--- src/rtl/ret_stack_pkg.sv ---
// Package: shared command encoding for the return-address stack.
// Assumes: exactly one command is acted on per cycle after priority resolution.
package ret_stack_pkg;
    typedef enum logic [1:0] {
        STK_IDLE  = 2'd0,
        STK_PUSH  = 2'd1,
        STK_POP   = 2'd2,
        STK_CLEAR = 2'd3
    } stk_cmd_e;
endpackage

--- src/rtl/ret_stack_arb.sv ---
// Module: ret_stack_arb
// Reduces the three raw command inputs to one command, with clear ranked
// above push and push ranked above pop.
// Assumes: inputs are synchronous to the stack clock.
module ret_stack_arb
    import ret_stack_pkg::*;
(
    input  logic     clear_i,
    input  logic     push_i,
    input  logic     pop_i,
    output stk_cmd_e cmd_o
);
    // Priority encode the commands
    always_comb begin
        if (clear_i)     cmd_o = STK_CLEAR;
        else if (push_i) cmd_o = STK_PUSH;
        else if (pop_i)  cmd_o = STK_POP;
        else             cmd_o = STK_IDLE;
    end
endmodule

--- src/rtl/ret_stack_ptr.sv ---
// Module: ret_stack_ptr
// Holds the depth counter (0..DEPTH) and decides the write location.
// A push at full depth rewrites the last location without counting; a pop
// at zero depth is dropped.
// Assumes: synchronous active-low reset; one command per cycle.
module ret_stack_ptr
    import ret_stack_pkg::*;
#(
    parameter int DEPTH  = 9,
    parameter int PTR_W  = $clog2(DEPTH + 1),
    parameter int ADDR_W = (DEPTH > 1) ? $clog2(DEPTH) : 1
) (
    input  logic              clk,
    input  logic              rst_n,
    input  stk_cmd_e          cmd_i,
    output logic [PTR_W-1:0]  ptr_o,
    output logic              wr_en_o,
    output logic [ADDR_W-1:0] wr_addr_o,
    output logic              full_o
);
    localparam logic [PTR_W-1:0]  FULL_LVL = PTR_W'(DEPTH);
    localparam logic [ADDR_W-1:0] LAST_IDX = ADDR_W'(DEPTH - 1);

    logic [PTR_W-1:0] ptr_q;
    logic [PTR_W-1:0] ptr_d;

    assign full_o = (ptr_q == FULL_LVL);
    assign ptr_o  = ptr_q;

    // Next depth and write request for the resolved command
    always_comb begin
        ptr_d     = ptr_q;
        wr_en_o   = 1'b0;
        wr_addr_o = ADDR_W'(ptr_q);
        unique case (cmd_i)
            STK_CLEAR: ptr_d = '0;
            STK_PUSH: begin
                wr_en_o = rst_n;
                if (full_o) begin
                    wr_addr_o = LAST_IDX;
                end else begin
                    ptr_d = ptr_q + PTR_W'(1);
                end
            end
            STK_POP: begin
                if (ptr_q != '0) ptr_d = ptr_q - PTR_W'(1);
            end
            default: ptr_d = ptr_q;
        endcase
    end

    // Depth register with synchronous reset
    always_ff @(posedge clk) begin
        if (!rst_n) ptr_q <= '0;
        else        ptr_q <= ptr_d;
    end
endmodule

--- src/rtl/ret_stack_file.sv ---
// Module: ret_stack_file
// Word storage: one write port, one combinational read port.
// Assumes: storage is not reset; reads of unwritten words are masked upstream.
module ret_stack_file #(
    parameter int DATA_W = 12,
    parameter int DEPTH  = 9,
    parameter int ADDR_W = (DEPTH > 1) ? $clog2(DEPTH) : 1
) (
    input  logic              clk,
    input  logic              wr_en_i,
    input  logic [ADDR_W-1:0] wr_addr_i,
    input  logic [DATA_W-1:0] wr_data_i,
    input  logic [ADDR_W-1:0] rd_addr_i,
    output logic [DATA_W-1:0] rd_data_o
);
    logic [DATA_W-1:0] word_q [DEPTH];

    for (genvar g = 0; g < DEPTH; g++) begin : g_word
        // Capture data into this word when addressed
        always_ff @(posedge clk) begin
            if (wr_en_i && (wr_addr_i == ADDR_W'(g))) word_q[g] <= wr_data_i;
        end
    end

    // Read mux; out-of-range addresses read zero
    always_comb begin
        rd_data_o = '0;
        for (int i = 0; i < DEPTH; i++) begin
            if (rd_addr_i == ADDR_W'(i)) rd_data_o = word_q[i];
        end
    end
endmodule

--- src/rtl/lifo_return_stack.sv ---
// Module: lifo_return_stack (top)
// Nine-deep return-address stack with an always-visible top entry,
// overwrite-on-overflow and hold-on-underflow.
// Assumes: synchronous active-low reset; the caller resolves no conflicts
// itself, the priority is applied here.
module lifo_return_stack
    import ret_stack_pkg::*;
#(
    parameter int DATA_W = 12,
    parameter int DEPTH  = 9
) (
    input  logic              clk,
    input  logic              rst_n,
    input  logic              clear_i,
    input  logic              push_i,
    input  logic              pop_i,
    input  logic [DATA_W-1:0] wr_data_i,
    output logic [DATA_W-1:0] top_o,
    output logic              full_n_o
);
    localparam int PTR_W  = $clog2(DEPTH + 1);
    localparam int ADDR_W = (DEPTH > 1) ? $clog2(DEPTH) : 1;

    stk_cmd_e          cmd;
    logic [PTR_W-1:0]  ptr_q;
    logic              wr_en;
    logic [ADDR_W-1:0] wr_addr;
    logic              full;
    logic [ADDR_W-1:0] rd_addr;
    logic [DATA_W-1:0] rd_data;

    ret_stack_arb u_arb (
        .clear_i (clear_i),
        .push_i  (push_i),
        .pop_i   (pop_i),
        .cmd_o   (cmd)
    );

    ret_stack_ptr #(.DEPTH(DEPTH), .PTR_W(PTR_W), .ADDR_W(ADDR_W)) u_ptr (
        .clk       (clk),
        .rst_n     (rst_n),
        .cmd_i     (cmd),
        .ptr_o     (ptr_q),
        .wr_en_o   (wr_en),
        .wr_addr_o (wr_addr),
        .full_o    (full)
    );

    ret_stack_file #(.DATA_W(DATA_W), .DEPTH(DEPTH), .ADDR_W(ADDR_W)) u_file (
        .clk       (clk),
        .wr_en_i   (wr_en),
        .wr_addr_i (wr_addr),
        .wr_data_i (wr_data_i),
        .rd_addr_i (rd_addr),
        .rd_data_o (rd_data)
    );

    // Top entry sits one below the depth count
    always_comb begin
        rd_addr = ADDR_W'(ptr_q - PTR_W'(1));
        top_o   = (ptr_q == '0) ? '0 : rd_data;
    end

    assign full_n_o = ~full;
endmodule

--- config.mk ---
export PLATFORM = sky130hd
export DESIGN_NAME = lifo_return_stack
export DESIGN_NICKNAME = d
export VERILOG_FILES = /design/src/rtl/ret_stack_pkg.sv /design/src/rtl/ret_stack_arb.sv /design/src/rtl/ret_stack_ptr.sv /design/src/rtl/ret_stack_file.sv /design/src/rtl/lifo_return_stack.sv
export SDC_FILE = /design/constraint.sdc
export NUM_CORES = 1
export LEC_CHECK = 0
export BUFFER_PORTS_ARGS = -buffer_cell sky130_fd_sc_hd__buf_2
export CAP_MARGIN = 20
export CORE_MARGIN = 8
export CORE_UTILIZATION = 40
export DETAILED_ROUTE_END_ITERATION = 12
export GPL_ROUTABILITY_DRIVEN = 0
export PLACE_DENSITY = 0.63
export REMOVE_ABC_BUFFERS = 1
export SLEW_MARGIN = 20
export SYNTH_ARGS = -nofsm -noshare
export SYNTH_HDL_FRONTEND = slang
export SYNTH_SLANG_ARGS = --single-unit
--- constraint.sdc ---
create_clock -name clk -period 7.37 [get_ports clk]
set_input_delay 0.3685 -clock clk [delete_from_list [all_inputs] [get_ports clk]]
set_output_delay 0.3685 -clock clk [all_outputs]
set_load 0.03 [all_outputs]
==> results by group, run 1 <==
Run status
  – Status: complete, no violations

Die
  – Total number of placement rows: 42
  – Horizontal die dimension: 133 µm
  – Die footprint: 0.0176 mm²
  – Die span in y: 133 µm
  – Initial cell density of the core: 40.9%
  – Core Box Area: 0.0133 mm²
  – # IOs: 30

Synthesis
  – Netlist Area Pre-Place: 0.00544 mm²
  – Sequential area share after synthesis: approximately 61%
  – Number of cells produced by synthesis: 421
  – Register bit count reported by yosys: 112
  – Number of synthesized flops with an enable pin: 108
  – Primary FF master, synth: sky130_fd_sc_hd__edfxtp_1
  – Synthesis warning total: 0
  – Distinct cell type count of the synthesized netlist: 55
  – Async set-reset flop share out of synthesis: 0%
  – Mean area per synthesized cell: between 10 and 15 µm²

GRT
  – Residual overflow from global routing: 0
  – Global-route total usage across every layer: approximately 17%
  – Via count of the first global-routing pass: ~3700
  – Pin count of the biggest net entering global routing: 38
  – Initial antenna violation count: 0
  – Wire length of the first global-routing pass: roughly 22 mm

Clock tree
  – Clock tree from TritonCTS: yes
  – Maximum level of the CTS H-tree: 3
  – Number of buffers created by CTS: 9
  – Number of buffers inserted by hold repair at cts: 0
  – Later-pin clock latency in the skew report: 0.35 ns
  – Buffer levels on the longest clock path: 2
  – Buffers inserted by post-CTS timing repair: 0
  – Clock transition time at the flip-flop clock pins of the worst setup and hold paths: 0.07 ns
  – Clock sinks: 112
  – Resize count post-CTS: 0
  – Cell chosen for the clock root: sky130_fd_sc_hd__clkbuf_16

Route
  – Via density per instance: 6.24
  – Average wire length per cell after detail routing: ~24 µm
  – Via total after detailed routing: 3852
  – Length of the first detailed-routing pass in iterations: 5
  – DRC: 0
  – Antenna-violating nets left: 0
  – Count of routing violations after the opening detailed-route iteration: approximately 500
  – Routed WL: 14.8 mm

Worst setup path
  – Critical Path Start Type: register
  – Biggest cell delay along the critical path: 0.71 ns
  – Worst setup path category: register to output port
  – CP required: 7.00 ns
  – Crit path cell chain: inv_1 > ha_1 > buf_4 > and2_1 > a21oi_4 > a2bb2oi_2 > o221a_2 > o31a_1 > buf_2
  – Critical Path AT: around 3.7 ns
  – Nature of the critical path endpoint: output port
  – Crit-path max FO: 22
  – Worst path slowest cell: sky130_fd_sc_hd__a2bb2oi_2

Min path
  – Tightest Hold Check Type: input port to register

Flow run
  – Max_cap viols: 0

Timing
  – Final Hold Slack: 0.310 ns
  – Fmax: 246 MHz
  – Fin. max-slew vios: 0
  – RSZ-0062 raised after global routing: false
  – Remaining max-slew budget at the tightest pin: between 20% and 30%
  – Total negative slack: 0 ns
  – Total count of hold-check failures in the final report: 0
  – Time the worst path needs with I/O delays and setup: 4.06 ns
  – Final count of negative-setup-slack endpoints: 0
  – Slew at the pin closest to its max-slew limit: 1.06 ns
  – Final critical-path share of the clock period: 55.1%
  – Post-Route Skew: ~0.014 ns

Cells and area
  – Area of combinational cells with multiple inputs: about 0.0019 mm²
  – Number of nets in the finished design: 461
  – Area taken by flip-flops and latches: around 0.0033 mm²
  – Top library cells by usage in the layout, fill and taps aside: 108 x sky130_fd_sc_hd__edfxtp_1, 29 x sky130_fd_sc_hd__buf_2, 27 x sky130_fd_sc_hd__a21oi_1
  – Most common cell after layout, fill and taps aside: sky130_fd_sc_hd__edfxtp_1
  – Final antenna diode count: 0
  – Number of filler instances in the final layout: 1225
  – Share of post-route cells with drive strength above 1: between 10% and 20%
  – Synth-to-layout area growth: 10.9%

Placement
  – Number of buffers added on ports: 29
  – Total half-perimeter wirelength after legalization and detailed placement: 9.19 mm

Power and ir drop
  – VDD IR-drop max: 0.163 mV
  – Lkg Pwr: 1.95 nW
  – Power per cell area: 224 mW/mm²
per-layer routing:
| layer | track usage, % | wire length, µm |
|---|---|---|
| met1 | 22.5 | 6490 |
| met2 | 25.9 | 6960 |
| met3 | 3.94 | 1140 |
| met4 | 5.55 | 199 |
| met5 | 0 | 0 |
logic make-up after synthesis:
group / after synthesis / synth area share [%]
buffers and inverters: 45 / 4.09
AOI/OAI and AO/OA: 140 / 19.9
and+or+nand+nor: 108 / 11.6
muxes: 8 / 1.47
adders and majority gates: 8 / 1.84
DFF: 112 / 61.0
cell usage after synthesis, types with 2 or more instances:
master | number | share of area, %
sky130_fd_sc_hd__nand3b_1 | 9 | 1.2
sky130_fd_sc_hd__buf_6 | 4 | 0.83
sky130_fd_sc_hd__nand4b_1 | 7 | 1.1
sky130_fd_sc_hd__nor2b_1 | 11 | 1.3
sky130_fd_sc_hd__a21oi_1 | 27 | 2.5
sky130_fd_sc_hd__o211a_1 | 7 | 1.3
sky130_fd_sc_hd__a2111oi_0 | 8 | 1.3
sky130_fd_sc_hd__o32ai_1 | 7 | 1.1
sky130_fd_sc_hd__inv_1 | 9 | 0.62
sky130_fd_sc_hd__nand2_1 | 16 | 1.1
sky130_fd_sc_hd__o31a_1 | 10 | 1.6
sky130_fd_sc_hd__nand2b_1 | 9 | 1.0
sky130_fd_sc_hd__nor2_1 | 8 | 0.55
sky130_fd_sc_hd__o21a_1 | 3 | 0.41
sky130_fd_sc_hd__and2_1 | 5 | 0.57
sky130_fd_sc_hd__clkbuf_1 | 12 | 0.83
sky130_fd_sc_hd__nor4_1 | 3 | 0.34
sky130_fd_sc_hd__o221ai_1 | 20 | 3.2
sky130_fd_sc_hd__o32a_1 | 3 | 0.55
sky130_fd_sc_hd__nor3b_1 | 4 | 0.55
sky130_fd_sc_hd__a22oi_1 | 8 | 1.1
sky130_fd_sc_hd__buf_2 | 15 | 1.4
sky130_fd_sc_hd__nand3_1 | 18 | 1.7
sky130_fd_sc_hd__a211oi_1 | 3 | 0.41
sky130_fd_sc_hd__o21ai_0 | 13 | 1.2
sky130_fd_sc_hd__a21o_1 | 7 | 0.97
sky130_fd_sc_hd__dfxtp_1 | 4 | 1.5
sky130_fd_sc_hd__nor3_1 | 8 | 0.74
sky130_fd_sc_hd__ha_1 | 8 | 1.8
sky130_fd_sc_hd__buf_1 | 3 | 0.21
sky130_fd_sc_hd__a21boi_0 | 2 | 0.28
sky130_fd_sc_hd__or2_1 | 3 | 0.34
sky130_fd_sc_hd__mux2i_1 | 8 | 1.5
sky130_fd_sc_hd__a221oi_1 | 10 | 1.6
sky130_fd_sc_hd__o211ai_1 | 2 | 0.28
sky130_fd_sc_hd__edfxtp_1 | 108 | 60
metrics by stage:
stage / setup WS, ns / cells / util (%) / power [mW] / cell area [µm²]
floorplan: 3.73 / 385 / - / 0.814 / 5260
global placement: 3.73 / 601 / 43.1 / 0.872 / 5730
detailed placement: 3.51 / 601 / 43.1 / 0.874 / 5730
CTS: 3.15 / 617 / 45.3 / 1.35 / 6030
global route: 3.03 / 617 / 45.4 / 1.40 / 6040
finish: 3.31 / 617 / 45.4 / 1.35 / 6040
state kept, by name, indices dropped and copies added, names as in the netlist:
name	count
u_file.word_q	108
u_ptr.ptr_o	4
area by class of cell:
| cell class | count | share of cell area, % |
|---|---|---|
| clock buffers | 10 | 3.79 |
| well taps | 176 | 3.65 |
| clock inverters | 6 | 1.10 |
| repair buffers | 40 | 3.77 |
| flip-flops and latches | 112 | 55.1 |
| multi-input cells | 264 | 32.1 |
| inverters | 9 | 0.560 |
critical path, delay by kind of cell, from the launching register on:
family / cells / cell delay, ns
flip-flops: 1 / 0.67
AND/OR/NAND/NOR: 1 / 0.25
buffers and inverters: 3 / 0.64
AO/OA/AOI/OAI: 4 / 1.51
adder cells (fa/ha/maj): 1 / 0.26
final timing paths:
check                                   to  slack, ns                   startpoint  cells past startpoint
max                              top_o[10]       3.31  u_ptr.ptr_o[0]$_SDFFE_PN0P_                      9
min reg2reg    u_ptr.ptr_o[1]$_SDFFE_PN0P_       0.76  u_ptr.ptr_o[1]$_SDFFE_PN0P_                      2
max reg2reg  u_file.word_q[0][9]$_DFFE_PP_       4.75  u_ptr.ptr_o[0]$_SDFFE_PN0P_                      3
min            u_ptr.ptr_o[0]$_SDFFE_PN0P_       0.31                        rst_n                      2
report_power, final:
| group | internal (mW) | switching [mW] | total [mW] |
|---|---|---|---|
| sequential | 0.702 | 0.00467 | 0.706 |
| combinational | 0.0491 | 0.108 | 0.157 |
| clock | 0.266 | 0.222 | 0.488 |
Note: power is estimated with default switching activity, not from simulation.
==> run 2: changes to the inputs <==
PLACE_DENSITY = 0.65   (was 0.63)
clock period = 3.6 ns   (was 7.37 ns; I/O delays follow)
==> run 2 against run 1 <==
  * Wire length down 0.40%
  * Final cell count up 1.8%
  * Clock skew shrank 0.0069 ns
==> results by group, run 2 (same netlist as run 1, synthesis figures left out) <==
Cells and area
  – Most common cell after layout, fill and taps aside: sky130_fd_sc_hd__edfxtp_1
  – Flip-flop count of the largest register, all copies and words added: 108
  – Share of post-route cells with drive strength above 1: 17.5%
  – Synth-to-layout area growth: 12.0%
  – Area taken by flip-flops and latches: 0.00332 mm²
  – Number of nets in the finished design: 472
  – Finished Layout Cells: 628
  – Top reg by flops: u_file.word_q
  – Area of combinational cells with multiple inputs: 0.00193 mm²
  – Number of filler instances in the final layout: 1193
  – Utilization after layout: 45.8%
  – Top library cells by usage in the layout, fill and taps aside: 108 x sky130_fd_sc_hd__edfxtp_1, 29 x sky130_fd_sc_hd__buf_2, 27 x sky130_fd_sc_hd__a21oi_1
  – Final antenna diode count: 0

Clock tree
  – Resize count post-CTS: 0
  – Later-pin clock latency in the skew report: between 0.3 and 0.4 ns
  – Buffer levels on the longest clock path: 2
  – Cell chosen for the clock root: sky130_fd_sc_hd__clkbuf_16
  – Clock tree from TritonCTS: yes
  – Clock sinks: 112
  – Clock transition time at the flip-flop clock pins of the worst setup and hold paths: 0.07 ns
  – Number of buffers created by CTS: 9
  – Maximum level of the CTS H-tree: 3
  – Buffers inserted by post-CTS timing repair: 0
  – Number of buffers inserted by hold repair at cts: 0

Placement
  – Worst slack at placement: ~0.70 ns
  – Placed cell count: 612
  – Total half-perimeter wirelength after legalization and detailed placement: between 9 and 10 mm
  – Number of buffers added on ports: 29

Timing
  – Post-Route Skew: about 0.007 ns
  – Final critical-path share of the clock period: 93.0%
  – Total count of hold-check failures in the final report: 0
  – Final count of negative-setup-slack endpoints: 0
  – Time the worst path needs with I/O delays and setup: 3.35 ns
  – Slew at the pin closest to its max-slew limit: a little under 0.9 ns
  – Final worst slack: 0.252 ns
  – Fin. max-slew vios: 0
  – Remaining max-slew budget at the tightest pin: 40.2%
  – Total negative slack: 0 ns
  – RSZ-0062 raised after global routing: false
  – Fmax: 299 MHz

Worst setup path
  – Critical Path AT: 3.17 ns
  – Critical Path Start Type: register
  – Nature of the critical path endpoint: output port
  – Crit-path max FO: 21
  – Worst setup path category: register to output port
  – CP required: 3.42 ns

Die
  – Die span in y: approximately 130 µm
  – Total number of placement rows: 42
  – Initial cell density of the core: 40.9%
  – # IOs: 30
  – Horizontal die dimension: 133 µm
  – Die footprint: 0.0176 mm²
  – Core Box Area: 0.0133 mm²

GRT
  – Wire length of the first global-routing pass: 22.5 mm
  – Pin count of the biggest net entering global routing: 28
  – Via count of the first global-routing pass: 3937
  – Global-route total usage across every layer: between 15 and 20%
  – Initial antenna violation count: 0
  – Residual overflow from global routing: 0

Route
  – Average wire length per cell after detail routing: between 20 and 25 µm
  – Via total after detailed routing: ~3900
  – Antenna-violating nets left: 0
  – Routed WL: between 10 and 15 mm
  – Length of the first detailed-routing pass in iterations: 5
  – Via density per instance: between 6 and 7
  – DRC: 0
  – Count of routing violations after the opening detailed-route iteration: 317

Power and ir drop
  – VDD IR-drop max: 0.347 mV
  – Power per cell area: 447 mW/mm²
  – Lkg Pwr: 1.99 nW

Min path
  – Tightest Hold Check Type: input port to register

Flow run
  – Max_cap viols: 0

Run status
  – Status: complete, no violations
-- run 2: per-layer routing --
metal	vias to the layer above	track usage, %	wire length [µm]
met5	-	0	0
met4	0	8.39	478
met3	32	4.39	1180
met2	199	26.5	6890
met1	1936	21.2	6180
li1	1754	-	-
-- run 2: power by group --
group,leakage [nW],switching (mW),internal (mW)
Clock,0.135,0.469,0.481
Combinational,0.853,0.225,0.109
Sequential,1.01,0.00562,1.44
-- run 2: worst max-delay path, stage by stage (launching register included) --
cell and delay, ns:
sky130_fd_sc_hd__dfxtp_1 0.39, sky130_fd_sc_hd__buf_4 0.20, sky130_fd_sc_hd__ha_1 0.57, sky130_fd_sc_hd__buf_4 0.37, sky130_fd_sc_hd__a21oi_1 0.11, sky130_fd_sc_hd__a2111oi_0 0.48, sky130_fd_sc_hd__o211a_1 0.22, sky130_fd_sc_hd__o32ai_1 0.08
sky130_fd_sc_hd__a21oi_1 0.17, sky130_fd_sc_hd__buf_2 0.22
-- run 2: worst paths after layout --
| check | start | endpoint | slack, ns | depth (start not counted) |
|---|---|---|---|---|
| worst max-delay path | u_ptr.ptr_o[1]$_SDFFE_PN0P_ | top_o[5] | 0.25 | 9 |
| worst min-delay path | wr_data_i[9] | u_file.word_q[0][45]$_DFFE_PP_ | 0.10 | 1 |
| worst max register to register | u_ptr.ptr_o[2]$_SDFFE_PN0P_ | u_file.word_q[0][94]$_DFFE_PP_ | 1.10 | 3 |
| worst min register to register | u_ptr.ptr_o[1]$_SDFFE_PN0P_ | u_ptr.ptr_o[1]$_SDFFE_PN0P_ | 0.58 | 2 |
-- run 2: layout make-up --
cell class | instances | area share (%)
timing repair buffer | 51 | 5.09
tap | 176 | 3.61
clock buffer | 10 | 3.76
inverter | 9 | 0.554
multi-input combinational | 264 | 31.6
clock inverter | 6 | 0.842
sequential | 112 | 54.5
-- run 2: stage by stage --
step	power [mW]	instance area [µm²]	hold slack [ns]
after floorplan	1.67	5260	0.279
after global placement	1.79	5810	0.466
after detailed placement	1.80	5810	0.469
after CTS	2.74	6090	0.0952
after global routing	2.81	6090	0.0991
final	2.73	6090	0.102
==> run 3: changes to the inputs <==
CAP_MARGIN = not set   (was 20)
clock period = 3 ns   (was 3.6 ns; I/O delays follow)
==> run 3 against run 2 <==
  * Sequential power grew 20%
  * Worst setup slack worse by 0.12 ns
  * Core utilization up 1.6 points
  * Via count up 0.38%
  * Clock skew decreased by 0.0013 ns
  * Flip-flop and latch count unchanged
  * Combinational power is 29% higher
  * Die area unchanged
  * First-iteration DRC count rose by 47%
  * Clock power increased by 36%
  * Highest routed layer unchanged
  * Design area grew 3.6%
  * Final cell count increased by 1.4%
==> results by group, run 3 (same netlist as run 1, synthesis figures left out) <==
Worst setup path
  – Worst r2r path cells: 7
  – Worst setup path category: register to output port
  – Crit-path max FO: 15
  – CP required: 2.85 ns
  – Setup slack of the worst register-to-register path: ~0.85 ns
  – Critical Path Start Type: register
  – Critical Path AT: 2.72 ns
  – Reg2Reg Capture Point: u_ptr.ptr_o[1]$_SDFFE_PN0P_
  – Launching point of the worst reg2reg path: u_ptr.ptr_o[0]$_SDFFE_PN0P_
  – Nature of the critical path endpoint: output port

Cells and area
  – Final antenna diode count: 0
  – Synth-to-layout area growth: 15.9%
  – Number of filler instances in the final layout: 1168
  – Top reg by flops: u_file.word_q
  – Most common cell after layout, fill and taps aside: sky130_fd_sc_hd__edfxtp_1
  – Top library cells by usage in the layout, fill and taps aside: 108 x sky130_fd_sc_hd__edfxtp_1, 30 x sky130_fd_sc_hd__buf_4, 29 x sky130_fd_sc_hd__buf_2
  – Area of combinational cells with multiple inputs: around 0.002 mm²
  – Number of nets in the finished design: between 400 and 500
  – Area taken by flip-flops and latches: 0.00332 mm²
  – Flip-flop count of the largest register, all copies and words added: about 110
  – Final cell area excluding filler cells: 0.00631 mm²
  – Share of post-route cells with drive strength above 1: 23.2%
  – Utilization after layout: 47.5%

Timing
  – Remaining max-slew budget at the tightest pin: between 50% and 60%
  – Fin. max-slew vios: 0
  – Post-Route Skew: 0.00579 ns
  – Time the worst path needs with I/O delays and setup: approximately 2.9 ns
  – Final Hold Slack: 0.0751 ns
  – Final critical-path share of the clock period: 95.6%
  – Final count of negative-setup-slack endpoints: 0
  – Slew at the pin closest to its max-slew limit: 0.749 ns
  – Total count of hold-check failures in the final report: 0
  – Fmax: roughly 350 MHz

Flow run
  – Max_cap viols: 0

GRT
  – Initial antenna violation count: 0
  – Residual overflow from global routing: 0
  – Via count of the first global-routing pass: 3911
  – Global-route total usage across every layer: 16.4%
  – Pin count of the biggest net entering global routing: 32
  – Wire length of the first global-routing pass: 22.3 mm

Route
  – Antenna-violating nets left: 0
  – DRC: 0
  – Via total after detailed routing: 3936
  – Length of the first detailed-routing pass in iterations: 5
  – Average wire length per cell after detail routing: 22.2 µm
  – Count of routing violations after the opening detailed-route iteration: 466
  – Routed WL: 14.2 mm
  – Via density per instance: 6.18

Min path
  – Tightest Hold Check Type: input port to register
  – Worst hold path depth: 1
  – Min-Delay Endpoint: u_file.word_q[0][12]$_DFFE_PP_
  – Worst Min Path Start: wr_data_i[0]

Placement
  – Area after detailed placement: 0.00588 mm²
  – Total half-perimeter wirelength after legalization and detailed placement: between 9 and 10 mm
  – Number of buffers added on ports: 29

Power and ir drop
  – Power per cell area: 547 mW/mm²
  – Proportion of power drawn by flip-flops and latches: around 50%
  – Switching part of the total: between 20 and 25%
  – Lkg Pwr: roughly 2.1 nW
  – Clock network power share: 37.5%
  – Sw power: 0.841 mW
  – Portion of total power attributed to combinational logic: 12.5%
  – Internal Dissipation: 2.61 mW
  – VDD IR-drop max: approximately 0.42 mV

Die
  – Horizontal die dimension: 133 µm
  – Total number of placement rows: 42
  – Core Box Area: 0.0133 mm²
  – Die footprint: 0.0176 mm²
  – Die span in y: approximately 130 µm
  – Initial cell density of the core: 40.9%
  – # IOs: 30

Clock tree
  – Maximum level of the CTS H-tree: 3
  – Clock transition time at the flip-flop clock pins of the worst setup and hold paths: 0.07 ns
  – Number of buffers inserted by hold repair at cts: 0
  – Buffer levels on the longest clock path: 2
  – Clock tree from TritonCTS: yes
  – Buffers inserted by post-CTS timing repair: 0
  – Clock sinks: 112
  – Number of buffers created by CTS: 9
  – Later-pin clock latency in the skew report: 0.36 ns
  – Cell chosen for the clock root: sky130_fd_sc_hd__clkbuf_16

Run status
  – Status: complete, no violations
-- run 3: cell types whose count changed in the layout (fill, tap and decap cells not counted), sizes merged --
cell,delta
buf,+9
bufinv,+2
clkinv,-1
inv,-1
-- run 3: worst max-delay path by stage --
stage,from,cells past startpoint,to,slack [ns]
floorplan,u_ptr.ptr_o[0]$_SDFFE_PN0P_,7,top_o[2],-0.42
global placement,u_ptr.ptr_o[1]$_SDFFE_PN0P_,9,top_o[9],0.30
detailed placement,u_ptr.ptr_o[1]$_SDFFE_PN0P_,9,top_o[9],0.20
CTS,u_ptr.ptr_o[0]$_SDFFE_PN0P_,10,top_o[11],0.02
global route,u_ptr.ptr_o[0]$_SDFFE_PN0P_,11,top_o[8],-0.007
finish,u_ptr.ptr_o[0]$_SDFFE_PN0P_,11,top_o[8],0.13
-- run 3: power by group through the flow --
stage | sequential [mW] | clock (mW) | combinational (mW)
CTS | 1.73 | 1.32 | 0.407
global placement | 1.76 | 0 | 0.396
detailed placement | 1.76 | 0 | 0.404
floorplan | 1.77 | 0 | 0.229
global route | 1.73 | 1.36 | 0.462
finish | 1.73 | 1.29 | 0.431
-- run 3: per-stage QoR --
step           instances  setup WS [ns]  TNS (ns)  power [mW]
3_5_place_dp         621          0.204         0        2.17
6_report             637          0.133         0        3.45
5_1_grt              637       -0.00676   -0.0209        3.55
3_3_place_gp         621          0.296         0        2.16
2_1_floorplan        385         -0.417     -4.18        2.00
4_1_cts              637         0.0199         0        3.45
-- run 3: layer usage --
metal | vias to the layer above | share of wire (%) | GRT usage (%)
li1 | 1762 | - | -
met1 | 1962 | 42 | 20.9
met2 | 186 | 47 | 25.8
met3 | 26 | 7.8 | 4.28
met4 | 0 | 2.7 | 7.13
met5 | - | 0 | 0
-- run 3: timing repair --
item | CTS | global route
setup endpoints to repair | 4 | 12
resized for setup | 4 | 25
cloned | 0 | 0
hold endpoints to repair | 0 | 0
-- run 3: area by class of cell --
type                       count  share of cell area, %
clock buffer                  10                   3.63
clock inverter                 6                   1.45
inverter                       9                  0.535
multi-input combinational    264                   32.2
sequential                   112                   52.7
tap                          176                   3.49
timing repair buffer          60                   6.05
-- run 3: worst max-delay path, cell delays in order (launching register included) --
cell                        delay (ns)
sky130_fd_sc_hd__dfxtp_1          0.33
sky130_fd_sc_hd__inv_1            0.12
sky130_fd_sc_hd__ha_1             0.24
sky130_fd_sc_hd__buf_4            0.20
sky130_fd_sc_hd__and2_1           0.25
sky130_fd_sc_hd__a21oi_4          0.18
sky130_fd_sc_hd__buf_4            0.21
sky130_fd_sc_hd__o2bb2ai_1        0.08
sky130_fd_sc_hd__buf_4            0.18
sky130_fd_sc_hd__a221oi_2         0.24
sky130_fd_sc_hd__a21oi_1          0.14
sky130_fd_sc_hd__buf_2            0.20
